File: src/rtl/bbport_pkg.sv
package bbport_pkg;

  typedef enum logic [1:0] {
    MODE_FIFO    = 2'd0,
    MODE_BITBANG = 2'd1,
    MODE_RELEASE = 2'd2
  } portMode_e;

  typedef struct packed {
    logic pop;        // take head byte from queue and drive it
    logic capture;    // latch pin levels into the sample register
    logic drivePins;  // port mode owns pins
    logic fifoOwns;   // handshake logic owns pins
  } ctrlStrobe_t;

endpackage

File: src/rtl/bbport_ctrl.sv
module bbport_ctrl
  import bbport_pkg::*;
#(
  parameter int PRESC_W = 8
) (
  input  logic               clk,
  input  logic               rstN,
  input  logic               modeEn,
  input  logic [PRESC_W-1:0] prescale,
  input  logic               queueEmpty,
  output ctrlStrobe_t        stb
);

  logic [PRESC_W-1:0] tickCnt;
  logic               tick;
  portMode_e          mode, modeNext;

  assign tick = (tickCnt == '0);

  always_ff @(posedge clk) begin
    if (!rstN)     tickCnt <= '0;
    else if (tick) tickCnt <= prescale;
    else           tickCnt <= tickCnt - 1'b1;
  end

  always_comb begin
    modeNext = mode;
    unique case (mode)
      MODE_FIFO:    if (tick && modeEn)  modeNext = MODE_BITBANG;
      MODE_BITBANG: if (tick && !modeEn) modeNext = MODE_RELEASE;
      MODE_RELEASE: modeNext = MODE_FIFO;
      default:      modeNext = MODE_FIFO;
    endcase
  end

  always_ff @(posedge clk) begin
    if (!rstN) mode <= MODE_FIFO;
    else       mode <= modeNext;
  end

  always_comb begin
    stb.pop       = (mode == MODE_BITBANG) && tick && modeEn && !queueEmpty;
    stb.capture   = (mode == MODE_BITBANG) && tick && modeEn && !queueEmpty;
    stb.drivePins = (mode == MODE_BITBANG);
    stb.fifoOwns  = (mode == MODE_FIFO);
  end

  // mode only moves on a tick (release step excepted)
  assert_mode_on_tick_R9: assert property (@(posedge clk) disable iff (!rstN)
    (mode != $past(mode)) |-> ($past(tick) || $past(mode) == MODE_RELEASE));

  // release lasts exactly one cycle and leads to handshake mode
  assert_release_one_cycle_R10: assert property (@(posedge clk) disable iff (!rstN)
    (mode == MODE_RELEASE) |=> (mode == MODE_FIFO));

endmodule

File: src/rtl/bbport_datapath.sv
module bbport_datapath
  import bbport_pkg::*;
#(
  parameter int WIDTH = 8,
  parameter int DEPTH = 8
) (
  input  logic             clk,
  input  logic             rstN,
  input  ctrlStrobe_t      stb,
  input  logic [WIDTH-1:0] inData,
  input  logic             inValid,
  output logic             inReady,
  input  logic [WIDTH-1:0] dirMask,
  input  logic [WIDTH-1:0] fifoDout,
  input  logic             fifoOe,
  input  logic [WIDTH-1:0] pinIn,
  output logic [WIDTH-1:0] pinOut,
  output logic [WIDTH-1:0] pinOe,
  output logic [WIDTH-1:0] sampleData,
  output logic             sampleValid,
  output logic             queueEmpty
);

  localparam int PTR_W = (DEPTH > 1) ? $clog2(DEPTH) : 1;
  localparam int CNT_W = $clog2(DEPTH + 1);
  localparam logic [PTR_W-1:0] LAST_PTR = PTR_W'(DEPTH - 1);
  localparam logic [CNT_W-1:0] FULL_CNT = CNT_W'(DEPTH);

  logic [WIDTH-1:0] mem [DEPTH];
  logic [PTR_W-1:0] wrPtr, rdPtr;
  logic [CNT_W-1:0] count;
  logic             push;
  logic [WIDTH-1:0] outReg;

  assign inReady    = (count != FULL_CNT);
  assign queueEmpty = (count == '0);
  assign push       = inValid && inReady;

  always_ff @(posedge clk) begin
    if (push) mem[wrPtr] <= inData;
  end

  always_ff @(posedge clk) begin
    if (!rstN) begin
      wrPtr <= '0;
      rdPtr <= '0;
      count <= '0;
    end else begin
      if (push)    wrPtr <= (wrPtr == LAST_PTR) ? '0 : wrPtr + 1'b1;
      if (stb.pop) rdPtr <= (rdPtr == LAST_PTR) ? '0 : rdPtr + 1'b1;
      case ({push, stb.pop})
        2'b10:   count <= count + 1'b1;
        2'b01:   count <= count - 1'b1;
        default: count <= count;
      endcase
    end
  end

  always_ff @(posedge clk) begin
    if (!rstN) begin
      outReg      <= '0;
      sampleData  <= '0;
      sampleValid <= 1'b0;
    end else begin
      sampleValid <= stb.capture;
      if (stb.capture) sampleData <= pinIn;
      if (stb.pop)     outReg     <= mem[rdPtr];
    end
  end

  for (genvar b = 0; b < WIDTH; b++) begin : g_pinMux
    assign pinOut[b] = stb.drivePins ? outReg[b]  : fifoDout[b];
    assign pinOe[b]  = stb.drivePins ? dirMask[b] : (stb.fifoOwns & fifoOe);
  end

  // the sequencer never pops an empty queue
  assert_no_underflow_R7: assert property (@(posedge clk) disable iff (!rstN)
    stb.pop |-> !queueEmpty);

  // a capture strobe yields exactly one sample pulse
  assert_sample_pulse_R6: assert property (@(posedge clk) disable iff (!rstN)
    stb.capture |=> (sampleValid && $past(stb.capture)));

  // occupancy never exceeds the queue depth
  assert_no_overflow_R8: assert property (@(posedge clk) disable iff (!rstN)
    count <= FULL_CNT);

endmodule

File: src/rtl/bitbang_port.sv
module bitbang_port
  import bbport_pkg::*;
#(
  parameter int WIDTH   = 8,
  parameter int DEPTH   = 8,
  parameter int PRESC_W = 8
) (
  input  logic               clk,
  input  logic               rstN,
  input  logic               modeEn,
  input  logic [WIDTH-1:0]   dirMask,
  input  logic [PRESC_W-1:0] prescale,
  input  logic [WIDTH-1:0]   inData,
  input  logic               inValid,
  output logic               inReady,
  input  logic [WIDTH-1:0]   fifoDout,
  input  logic               fifoOe,
  input  logic [WIDTH-1:0]   pinIn,
  output logic [WIDTH-1:0]   pinOut,
  output logic [WIDTH-1:0]   pinOe,
  output logic [WIDTH-1:0]   sampleData,
  output logic               sampleValid,
  output logic               fifoActive
);

  ctrlStrobe_t stb;
  logic        queueEmpty;

  bbport_ctrl #(.PRESC_W(PRESC_W)) uCtrl (
    .clk        (clk),
    .rstN       (rstN),
    .modeEn     (modeEn),
    .prescale   (prescale),
    .queueEmpty (queueEmpty),
    .stb        (stb)
  );

  bbport_datapath #(.WIDTH(WIDTH), .DEPTH(DEPTH)) uData (
    .clk         (clk),
    .rstN        (rstN),
    .stb         (stb),
    .inData      (inData),
    .inValid     (inValid),
    .inReady     (inReady),
    .dirMask     (dirMask),
    .fifoDout    (fifoDout),
    .fifoOe      (fifoOe),
    .pinIn       (pinIn),
    .pinOut      (pinOut),
    .pinOe       (pinOe),
    .sampleData  (sampleData),
    .sampleValid (sampleValid),
    .queueEmpty  (queueEmpty)
  );

  assign fifoActive = stb.fifoOwns;

  // handshake logic takes over only after a cycle with all enables low
  assert_release_gap_R10: assert property (@(posedge clk) disable iff (!rstN)
    $rose(fifoActive) |-> ($past(pinOe) == '0));

  // no samples while the handshake logic owns the pins
  assert_quiet_fifo_R2: assert property (@(posedge clk) disable iff (!rstN)
    (fifoActive && $past(fifoActive)) |-> !sampleValid);

endmodule

File: config.mk
export PLATFORM = sky130hd
export DESIGN_NAME = bitbang_port
export DESIGN_NICKNAME = d
export VERILOG_FILES = /design/src/rtl/bbport_pkg.sv /design/src/rtl/bbport_ctrl.sv /design/src/rtl/bbport_datapath.sv /design/src/rtl/bitbang_port.sv
export SDC_FILE = /design/constraint.sdc
export NUM_CORES = 1
export LEC_CHECK = 0
export BUFFER_PORTS_ARGS = -buffer_cell sky130_fd_sc_hd__buf_4
export CAP_MARGIN = 40
export CORE_MARGIN = 10
export CORE_UTILIZATION = 50
export DETAILED_ROUTE_END_ITERATION = 7
export PLACE_DENSITY = 0.75
export SLEW_MARGIN = 15
export SYNTH_ARGS = -nofsm -noshare
export SYNTH_HDL_FRONTEND = slang
export SYNTH_SLANG_ARGS = --single-unit
export TNS_END_PERCENT = 100
File: constraint.sdc
create_clock -name clk -period 3 [get_ports clk]
set_clock_uncertainty 0.2 [all_clocks]
set_input_delay 0.3 -clock clk [delete_from_list [all_inputs] [get_ports clk]]
set_output_delay 0.3 -clock clk [all_outputs]
set_load 0.01 [all_outputs]
==> flow_summary.json, run 1 <==
{
  "status": "completed",
  "wl_met2_um": 4305,
  "setup_viol": 0,
  "worstMarginPinSlew_ps": 883.9,
  "top_layer": "met4",
  "cts_inserted_buffers": 9,
  "htreeDepth": 3,
  "viasPerCell": 5.416,
  "clock_sinks": 101,
  "tritoncts": "yes",
  "yosys-top-cells-area": "edfxtp_1 (45%), dfxtp_1 (17%), mux4_2 (8.5%), mux2i_1 (4.7%), a21oi_1 (3.2%)",
  "io_pins": 72,
  "diodes": 0,
  "clkTransAtPathRegs_ps": 100,
  "multi_input_area_um2": 1493,
  "synth_flop_cell": "edfxtp_1",
  "whs_ps": 16.94,
  "drc": 0,
  "firstDrtPassIters": 4,
  "synth_compound_area_share_pct": 5.858,
  "wl_per_cell_um": 17.84,
  "synthXorXnorAreaFrac_pct": 1.030,
  "crit_fanout": 5,
  "wl_met3_um": 556,
  "tns_ps": 0,
  "critical_path_required_ps": 3090,
  "grt_pass1_wl_um": 14740,
  "postSynthCellCount": 305,
  "antenna_found_initial": 0,
  "p_leak_nw": 1.954,
  "synth_area_per_cell_um2": 13.94,
  "vdd_drop_max_uv": 367.7,
  "drive_above_1_share_pct": 33.17,
  "crit_path_start_kind": "flop",
  "post-synth-top-area-cell": "edfxtp_1",
  "finalCritPeriodShare_pct": 95.55,
  "worstSetupPathType": "reg -> reg",
  "grt_max_degree": 30,
  "post-dp-hpwl_um": 6274,
  "vias": 2773,
  "synthSimpleGateAreaFrac_pct": 9.037,
  "cts_root_buffer": "clkbuf_8",
  "hold_viol": 0,
  "synth_top_area_share_pct": 45.22,
  "initial_core_util_pct": 51.47,
  "gp_congestion": 0.8066,
  "grt_pass1_vias": 2852,
  "die_w_um": 112.2,
  "async_flop_share_pct": 0,
  "seq_area_frac_synth_pct": 62.64,
  "max_freq_mhz": 348.9,
  "rows": 33,
  "synthMuxAreaShare_pct": 15.84,
  "synth_warnings": 0,
  "drtIter0Drc": 190,
  "fillerInstances": 603,
  "synth_nets": 360,
  "fin_crit_ps": 2866,
  "synth_fa_ha_area_share_pct": 3.120,
  "grt_overflow": 0,
  "ant_nets": 0,
  "register_area_um2": 2664,
  "synth-seq-cells": 101,
  "drv_slew": 0,
  "critPathCaptureType": "flop",
  "num-nets-final": 457,
  "routed_wl_um": 9133,
  "maxCapViolations": 0,
  "area_growth_pct": 25.96,
  "synth_common_cells": "edfxtp_1 (64), dfxtp_1 (37), nor2_1 (29), a21oi_1 (27), mux2i_1 (20)",
  "cp.arrival_ps": 2950,
  "ys_types": 40,
  "min_path_type": "in -> reg",
  "die_y_um": 112.2,
  "wl_met1_um": 4056,
  "synth.most_common_cell": "edfxtp_1",
  "synth_area_um2": 4250,
  "track_usage_pct": 14.54,
  "cts_buffer_depth": 2,
  "synth_top_family_by_area": "multiplexers",
  "core_region_area_um2": 8258,
  "rsz0062_at_grt": "false",
  "synth_edf_count": 64,
  "io_buffers": 71,
  "slew_headroom_pct": 40.99,
  "pwr_density_cell_nw_per_um2": 586.8,
  "clk_latency_ps": 370,
  "total_power_w": 0.003142,
  "die_area_um2": 12590
}
## cell type report
| cell class | count | share of cell area [%] |
|---|---|---|
| Clock buffer | 9 | 2.314 |
| Inverter | 6 | 0.4207 |
| Multi-Input combinational cell | 180 | 27.88 |
| Clock inverter | 7 | 1.519 |
| Sequential cell | 101 | 49.75 |
| Timing Repair Buffer | 104 | 15.66 |
| Tap cell | 105 | 2.454 |
## cells in the final DEF, fill, tap and decap left out, types with 2 or more instances in the layout
cell / n
nand2b_1: 6
ha_1: 8
dlygate4sd3_1: 18
a21oi_1: 26
mux2_2: 10
a311oi_1: 2
inv_6: 3
xnor2_1: 2
mux4_2: 16
nor3_1: 7
nand3_1: 3
buf_4: 85
inv_8: 2
dfxtp_1: 36
a211oi_1: 5
nor4_1: 3
clkinv_8: 2
clkbuf_8: 9
mux2i_1: 20
nor2_1: 29
xor2_1: 3
o21ai_1: 8
edfxtp_1: 64
inv_1: 5
nand2_1: 15
## critical path, stage by stage, from the launching register on
cell and delay (ps):
dfxtp_1 350, or4bb_1 530, nor4b_4 310, ha_2 230, ha_1 270, a21oi_2 170, a21oi_1 100, or4_1 480
a21oi_1 150
## state kept, by name (all words and copies together), names as in the netlist
register           flops
uData.count            4
uData.mem             64
uData.sampleData       8
uData.outReg           8
uData.rdPtr            3
uCtrl.mode             2
uData.sampleValid      1
uData.wrPtr            3
uCtrl.tickCnt          8
## report_power, final
group	switching (W)	total, W	internal (W)	leakage, nW
logic	0.000318	0.000662	0.000344	0.967
clock network	0.000529	0.000865	0.000336	0.104
registers	0.0000603	0.00161	0.00155	0.882
## repair_timing
action                                  in CTS  in global routing
endpoints found under the setup margin       1                  1
gates resized for setup                      1                  3
hold endpoints to repair                    74                  0
hold buffers                                18                  0
setup buffers                                1                  0
pin swaps                                    1                  3
## path summary, 6_finish.rpt
| path | startpoint | end | slack [ps] | cells past startpoint |
|---|---|---|---|---|
| setup / recovery | uCtrl.tickCnt[6] | uData.count[3] | 130 | 8 |
| hold / removal | prescale[2] | uCtrl.tickCnt[2] | 20 | 3 |
| setup reg to reg | uCtrl.tickCnt[6] | uData.count[3] | 130 | 8 |
| hold reg to reg | uCtrl.tickCnt[5] | uCtrl.tickCnt[5] | 290 | 1 |
## layer usage
| layer | vias to the layer above | global-route usage [%] |
|---|---|---|
| li1 | 1337 | - |
| met1 | 1336 | 18.01 |
| met2 | 82 | 23.14 |
| met3 | 18 | 4.153 |
| met4 | 0 | 6.514 |
| met5 | - | 0 |
## cells by family after synthesis
family / count (synthesis)
buf+inv: 24
xor+xnor: 5
flops: 101
fa+ha+maj: 10
mux: 46
compound gates: 44
simple gates: 75
## stage by stage
step           util [%]  worst slack [ps]  instances  area [um2]
2_1_floorplan         -             21.45        305        4253
3_3_place_gp      59.94             98.58        477        4950
3_5_place_dp      59.94             21.17        477        4950
4_1_cts           64.73             3.067        512        5345
5_1_grt           64.83             13.01        512        5354
6_report          64.83             133.5        512        5354
(Power assumes the default switching activity.)
==> inputs of run 2 (changes only) <==
--- a/config.mk
+++ b/config.mk
@@ -5,12 +5,14 @@
 export SDC_FILE = /design/constraint.sdc
 export NUM_CORES = 1
 export LEC_CHECK = 0
+export ABC_CLOCK_PERIOD_IN_PS = 3000
 export BUFFER_PORTS_ARGS = -buffer_cell sky130_fd_sc_hd__buf_4
 export CAP_MARGIN = 40
 export CORE_MARGIN = 10
 export CORE_UTILIZATION = 50
 export DETAILED_ROUTE_END_ITERATION = 7
-export PLACE_DENSITY = 0.75
+export PLACE_DENSITY = 0.74
+export REMOVE_ABC_BUFFERS = 1
 export SLEW_MARGIN = 15
 export SYNTH_ARGS = -nofsm -noshare
 export SYNTH_HDL_FRONTEND = slang
==> flow_summary.json, run 2 (synthesis results as in run 1) <==
{
  "gr-usage-met1_pct": 18.54,
  "initial_core_util_pct": 51.47,
  "p_leak_nw": 1.966,
  "vdd_drop_max_uv": 578.9,
  "combPwrFrac_pct": 21.9,
  "sequentialPowerShare_pct": 51.0,
  "gp_congestion": 0.7617,
  "grt_max_degree": 30,
  "maxCapViolations": 0,
  "total_power_w": 0.003171,
  "power_switching_share_pct": 28.65,
  "setup_viol": 0,
  "p_clk_share_pct": 27.1,
  "critical_path_required_ps": 3080,
  "track_usage_pct": 14.13,
  "vias": 2762,
  "area_growth_pct": 27.05,
  "cts_root_buffer": "clkbuf_8",
  "die_area_um2": 12590,
  "cp_top_family": "simple AND/OR/NAND/NOR gates",
  "ant_nets": 0,
  "largest_register_ffs": 64,
  "path_buf_inv": 1,
  "crit_fanout": 5,
  "routed_wl_um": 8891,
  "path_depth": 9,
  "whs_ps": 23.85,
  "final_common_cell": "buf_4",
  "final_util_pct": 65.39,
  "min_path_type": "in -> reg",
  "clk_latency_ps": 370,
  "grt_overflow": 0,
  "cts_inserted_buffers": 9,
  "crit_path_start_kind": "flop",
  "hold_depth": 3,
  "core_region_area_um2": 8258,
  "num-nets-final": 460,
  "r2r_cells": 9,
  "final_cell_mix": "buf_4 (89), edfxtp_1 (64), dfxtp_1 (36)",
  "fin_crit_ps": 2923,
  "drtIter0Drc": 142,
  "clkTransAtPathRegs_ps": 100,
  "max_freq_mhz": 342.1,
  "drc": 0,
  "slew_headroom_pct": 48.57,
  "drv_slew": 0,
  "hold_viol": 0,
  "rows": 33,
  "viasPerCell": 5.363,
  "io_pins": 72,
  "hold_start": "prescale[2]",
  "die_y_um": 112.2,
  "r2r_end": "uData.count[3]",
  "grt_pass1_wl_um": 14630,
  "die_w_um": 112.2,
  "use_met2_pct": 22.63,
  "clock_sinks": 101,
  "pwr_density_cell_nw_per_um2": 587.1,
  "slowest_stage": "or4_4",
  "regMostFlops": "uData.mem",
  "critPathCaptureType": "flop",
  "firstDrtPassIters": 4,
  "rsz0062_at_grt": "false",
  "antenna_found_initial": 0,
  "cts_buffer_depth": 2,
  "post-dp-hpwl_um": 6174,
  "crit_path_max_incr_delay_ps": 540,
  "busiest_layer": "met2",
  "worstMarginPinSlew_ps": 766.7,
  "hold_end": "uCtrl.tickCnt[2]",
  "p_sw_w": 0.0009083,
  "wl_per_cell_um": 17.26,
  "io_buffers": 71,
  "status": "completed",
  "finalCritPeriodShare_pct": 97.44,
  "crit_chain": "or4_4, nor4b_4, ha_2, buf_4, ha_2, nand3_2, and3_4, or4_4, a21oi_2",
  "diodes": 0,
  "r2r_slack_ps": 80,
  "cp.arrival_ps": 3000,
  "htreeDepth": 3,
  "worstSetupPathType": "reg -> reg",
  "grt_pass1_vias": 2755,
  "use_met3_pct": 3.621,
  "internal-power_w": 0.002262,
  "tritoncts": "yes",
  "drive_above_1_share_pct": 35.37,
  "timing.rr.start": "uCtrl.tickCnt[2]"
}
## run 2: power groups by stage
stage	registers (W)	clock network, W	logic [W]
final	0.00162	0.000860	0.000695
after CTS	0.00161	0.000883	0.000667
after global placement	0.00164	0	0.000637
after floorplan	0.00164	0	0.000412
after global routing	0.00163	0.000942	0.000772
after detailed placement	0.00164	0	0.000644
## run 2: routing by layer
metal | share of wire [%] | up-vias
met5 | 0 | -
met4 | 0.62 | 0
met3 | 5.3 | 4
met2 | 48 | 70
met1 | 46 | 1340
li1 | - | 1348
## run 2: repair_timing
item | 4_1_cts | 5_1_grt
pin swaps | 2 | 6
hold endpoints to repair | 73 | 0
gates resized for setup | 1 | 9
endpoints found under the setup margin | 1 | 1
buffers inserted | 1 | 2
hold buffers | 17 | 0
## run 2: area by class of cell
| class | count | area, um2 |
|---|---|---|
| clock inverters | 7 | 81.33 |
| flip-flops and latches | 101 | 2666 |
| fillers | 601 | 2858 |
| repair buffers | 107 | 853.3 |
| clock buffers | 9 | 123.9 |
| well taps | 105 | 131.4 |
| inverters | 6 | 22.52 |
| multi-input cells | 180 | 1521 |
## run 2: worst register-to-register path, delay by kind of cell (launching register included)
kind / cells / cell delay (ps)
and+or+nand+nor: 5 / 1630
adders and majority gates: 2 / 410
DFF: 1 / 370
buffers and inverters: 1 / 120
AOI/OAI and AO/OA: 1 / 120
## run 2: through the flow
| step | instances | area, um2 | TNS (ps) | setup WS [ps] |
|---|---|---|---|---|
| final | 515 | 5400 | 0 | 76.72 |
| after global routing | 515 | 5400 | 0 | 0.1479 |
| after floorplan | 287 | 4168 | -1650 | -746.6 |
| after global placement | 478 | 4945 | 0 | 108.7 |
| after detailed placement | 478 | 4945 | -67.30 | -67.30 |
| after CTS | 512 | 5330 | 0 | 10.09 |
## run 2: worst max path at each step
stage | start | to
6_report | uCtrl.tickCnt[2] | uData.count[3]
5_1_grt | uCtrl.tickCnt[2] | uData.count[3]
4_1_cts | uCtrl.tickCnt[3] | uData.count[3]
3_5_place_dp | uCtrl.tickCnt[3] | uData.count[3]
3_3_place_gp | uCtrl.tickCnt[3] | uData.count[3]
2_1_floorplan | uCtrl.mode[0] | uData.count[3]
==> inputs of run 3 (changes only) <==
--- a/config.mk
+++ b/config.mk
@@ -5,13 +5,14 @@
 export SDC_FILE = /design/constraint.sdc
 export NUM_CORES = 1
 export LEC_CHECK = 0
+export ABC_AREA = 1
 export ABC_CLOCK_PERIOD_IN_PS = 3000
 export BUFFER_PORTS_ARGS = -buffer_cell sky130_fd_sc_hd__buf_4
 export CAP_MARGIN = 40
 export CORE_MARGIN = 10
-export CORE_UTILIZATION = 50
+export CORE_UTILIZATION = 51
 export DETAILED_ROUTE_END_ITERATION = 7
-export PLACE_DENSITY = 0.74
+export PLACE_DENSITY = 0.75
 export REMOVE_ABC_BUFFERS = 1
 export SLEW_MARGIN = 15
 export SYNTH_ARGS = -nofsm -noshare
==> flow_summary.json, run 3 <==
{
  "synth-seq-cells": 101,
  "placed_cells": 682,
  "cts_setup_buffers": 0,
  "stdcell_count": 715,
  "cp_top_family": "simple AND/OR/NAND/NOR gates",
  "post-dp-hpwl_um": 7117,
  "synth_edf_count": 64,
  "p_leak_nw": 2.502,
  "vdd_drop_max_uv": 404.4,
  "internal-power_w": 0.002312,
  "routed_wl_um": 10590,
  "worstMarginPinSlew_ps": 575.0,
  "htreeDepth": 3,
  "io_pins": 72,
  "vias": 3601,
  "diodes": 0,
  "status": "completed",
  "max_freq_mhz": 418.3,
  "grt_pass1_vias": 3451,
  "min_path_type": "in -> reg",
  "sequentialPowerShare_pct": 48.8,
  "seq_area_frac_synth_pct": 58.75,
  "post_dp_cell_area_um2": 5202,
  "cts_buffer_depth": 2,
  "synth_area_um2": 4532,
  "finish.instance_area_um2": 5569,
  "grt_max_degree": 40,
  "clock_sinks": 101,
  "clk_latency_ps": 360,
  "synthXorXnorAreaFrac_pct": 0.7731,
  "die_y_um": 114.3,
  "fin_crit_ps": 2391,
  "post-synth-top-area-cell": "edfxtp_1",
  "cts_inserted_buffers": 9,
  "regMostFlops": "uData.mem",
  "path_buf_inv": 2,
  "die_w_um": 114.3,
  "synth_top_family_by_area": "simple AND/OR/NAND/NOR gates",
  "initial_core_util_pct": 52.22,
  "post-place-ws_ps": 627.3,
  "antenna_found_initial": 0,
  "maxCapViolations": 0,
  "rows": 34,
  "setup_viol": 0,
  "fillerInstances": 712,
  "io_buffers": 71,
  "ant_nets": 0,
  "grt_pass1_wl_um": 16720,
  "wl_per_cell_um": 14.81,
  "die_area_um2": 13060,
  "final_common_cell": "nand2_1",
  "largest_register_ffs": 64,
  "slowest_stage": "dfxtp_1",
  "tns_ps": 0,
  "synth_flop_cell": "edfxtp_1",
  "firstDrtPassIters": 4,
  "combPwrFrac_pct": 25.2,
  "rsz0062_at_grt": "false",
  "synth.most_common_cell": "nand2_1",
  "synthMuxAreaShare_pct": 0,
  "synth_warnings": 0,
  "synthSimpleGateAreaFrac_pct": 27.11,
  "final_cell_mix": "nand2_1 (153), buf_4 (88), nor2_1 (64), nand3_1 (64), edfxtp_1 (64)",
  "p_clk_share_pct": 26.0,
  "cts_root_buffer": "clkbuf_8",
  "crit_path_max_incr_delay_ps": 320,
  "crit_chain": "inv_1, ha_1, nand2_1, nor2_8, nand3_4, inv_1, ha_1, ha_1, or2_2, nand2_1, nand2_1, nand2_1, nand2_1, a21oi_1",
  "power_switching_share_pct": 31.14,
  "viasPerCell": 5.036,
  "worstSetupPathType": "reg -> reg",
  "hold_viol": 0,
  "synth_compound_area_share_pct": 4.031,
  "async_flop_share_pct": 0,
  "finalCritPeriodShare_pct": 79.70,
  "ys_types": 26,
  "crit_path_start_kind": "flop",
  "critPathCaptureType": "flop",
  "slew_headroom_pct": 61.52,
  "drive_above_1_share_pct": 18.78,
  "cp.arrival_ps": 2480,
  "r2r_slack_ps": 610,
  "critical_path_required_ps": 3090,
  "synth_top_area_share_pct": 42.41,
  "pwr_density_cell_nw_per_um2": 602.8,
  "critical_path.most_common_cell": "nand2_1",
  "tritoncts": "yes",
  "clkTransAtPathRegs_ps": 100,
  "yosys-top-cells-area": "edfxtp_1 (42%), dfxtp_1 (16%), nand2_1 (13%), nand3_1 (7.1%), nor2_1 (5.3%)",
  "num-nets-final": 657,
  "synth_common_cells": "nand2_1 (153), edfxtp_1 (64), nand3_1 (64), nor2_1 (64), inv_1 (40)",
  "p_sw_w": 0.001045,
  "crit_fanout": 6,
  "postSynthCellCount": 507,
  "synth_area_per_cell_um2": 8.939,
  "track_usage_pct": 15.80,
  "drtIter0Drc": 364,
  "gp_congestion": 0.8555,
  "synth_fa_ha_area_share_pct": 2.927,
  "grt_overflow": 0,
  "layout_setup_ws_ps": 609.1,
  "drv_slew": 0,
  "core_region_area_um2": 8678,
  "area_growth_pct": 22.89,
  "drc": 0
}
## run 3: changes by cell type after synthesis, sizes merged, moves of 16 or more
cell	before	now
nand3	3	65
nor2	29	67
inv	5	42
mux2i	20	0
nand2	15	155
mux4	16	0
## run 3: worst paths after layout
path	start	end	depth (start not counted)
hold / removal	prescale[2]	uCtrl.tickCnt[2]	3
setup / recovery	uCtrl.tickCnt[0]	uData.count[3]	14
setup reg to reg	uCtrl.tickCnt[0]	uData.count[3]	14
hold reg to reg	uCtrl.tickCnt[0]	uCtrl.tickCnt[0]	1
## run 3: repair_timing
action                                 CTS  global route
endpoints found under the hold margin   73             0
hold buffers                            17             0
gates resized for setup                  0             0
## run 3: worst register-to-register path, cell delays in order, from the launching register on
cell	delay [ps]
dfxtp_1	320
inv_1	90
ha_1	160
nand2_1	130
nor2_8	190
nand3_4	80
inv_1	60
ha_1	220
ha_1	280
or2_2	290
nand2_1	70
nand2_1	40
nand2_1	50
nand2_1	40
a21oi_1	100
## run 3: routing by layer
layer,part of all wire (%),track usage [%],up-vias
met4,1.4,5.764,0
met5,0,0,-
met1,40,19.19,1625
li1,-,-,1833
met3,9.6,4.612,14
met2,49,26.04,129
## run 3: power by group through the flow
stage	Clock (W)	Sequential, W	Combinational [W]
detailed placement	0	0.00167	0.000828
finish	0.000873	0.00164	0.000847
global placement	0	0.00166	0.000803
CTS	0.000886	0.00164	0.000851
global route	0.000941	0.00165	0.000947
floorplan	0	0.00166	0.000508
## run 3: kinds of logic (layout without fill, tap and decap cells)
| family | after synthesis | after routing |
|---|---|---|
| XOR/XNOR | 4 | 4 |
| adder cells (fa/ha/maj) | 10 | 10 |
| AO/OA/AOI/OAI | 36 | 36 |
| flip-flops | 101 | 101 |
| AND/OR/NAND/NOR | 291 | 291 |
| buffers and inverters | 65 | 165 |
## run 3: final cells by class
cell class | instances | area (um2) | share of cell area [%]
timing repair buffer | 105 | 830.8 | 14.92
sequential | 101 | 2663 | 47.81
inverter | 44 | 165.2 | 2.966
tap | 108 | 135.1 | 2.426
clock inverter | 6 | 68.82 | 1.236
multi-input combinational | 341 | 1579 | 28.35
clock buffer | 10 | 127.6 | 2.292
## run 3: through the flow
step	power [W]	util, %	hold WS, ps
CTS	0.003372	64.17	8.296
global placement	0.002463	59.95	216.0
floorplan	0.002164	-	171.0
finish	0.003357	64.17	24.76
global route	0.003535	64.17	42.94
detailed placement	0.002494	59.95	224.6
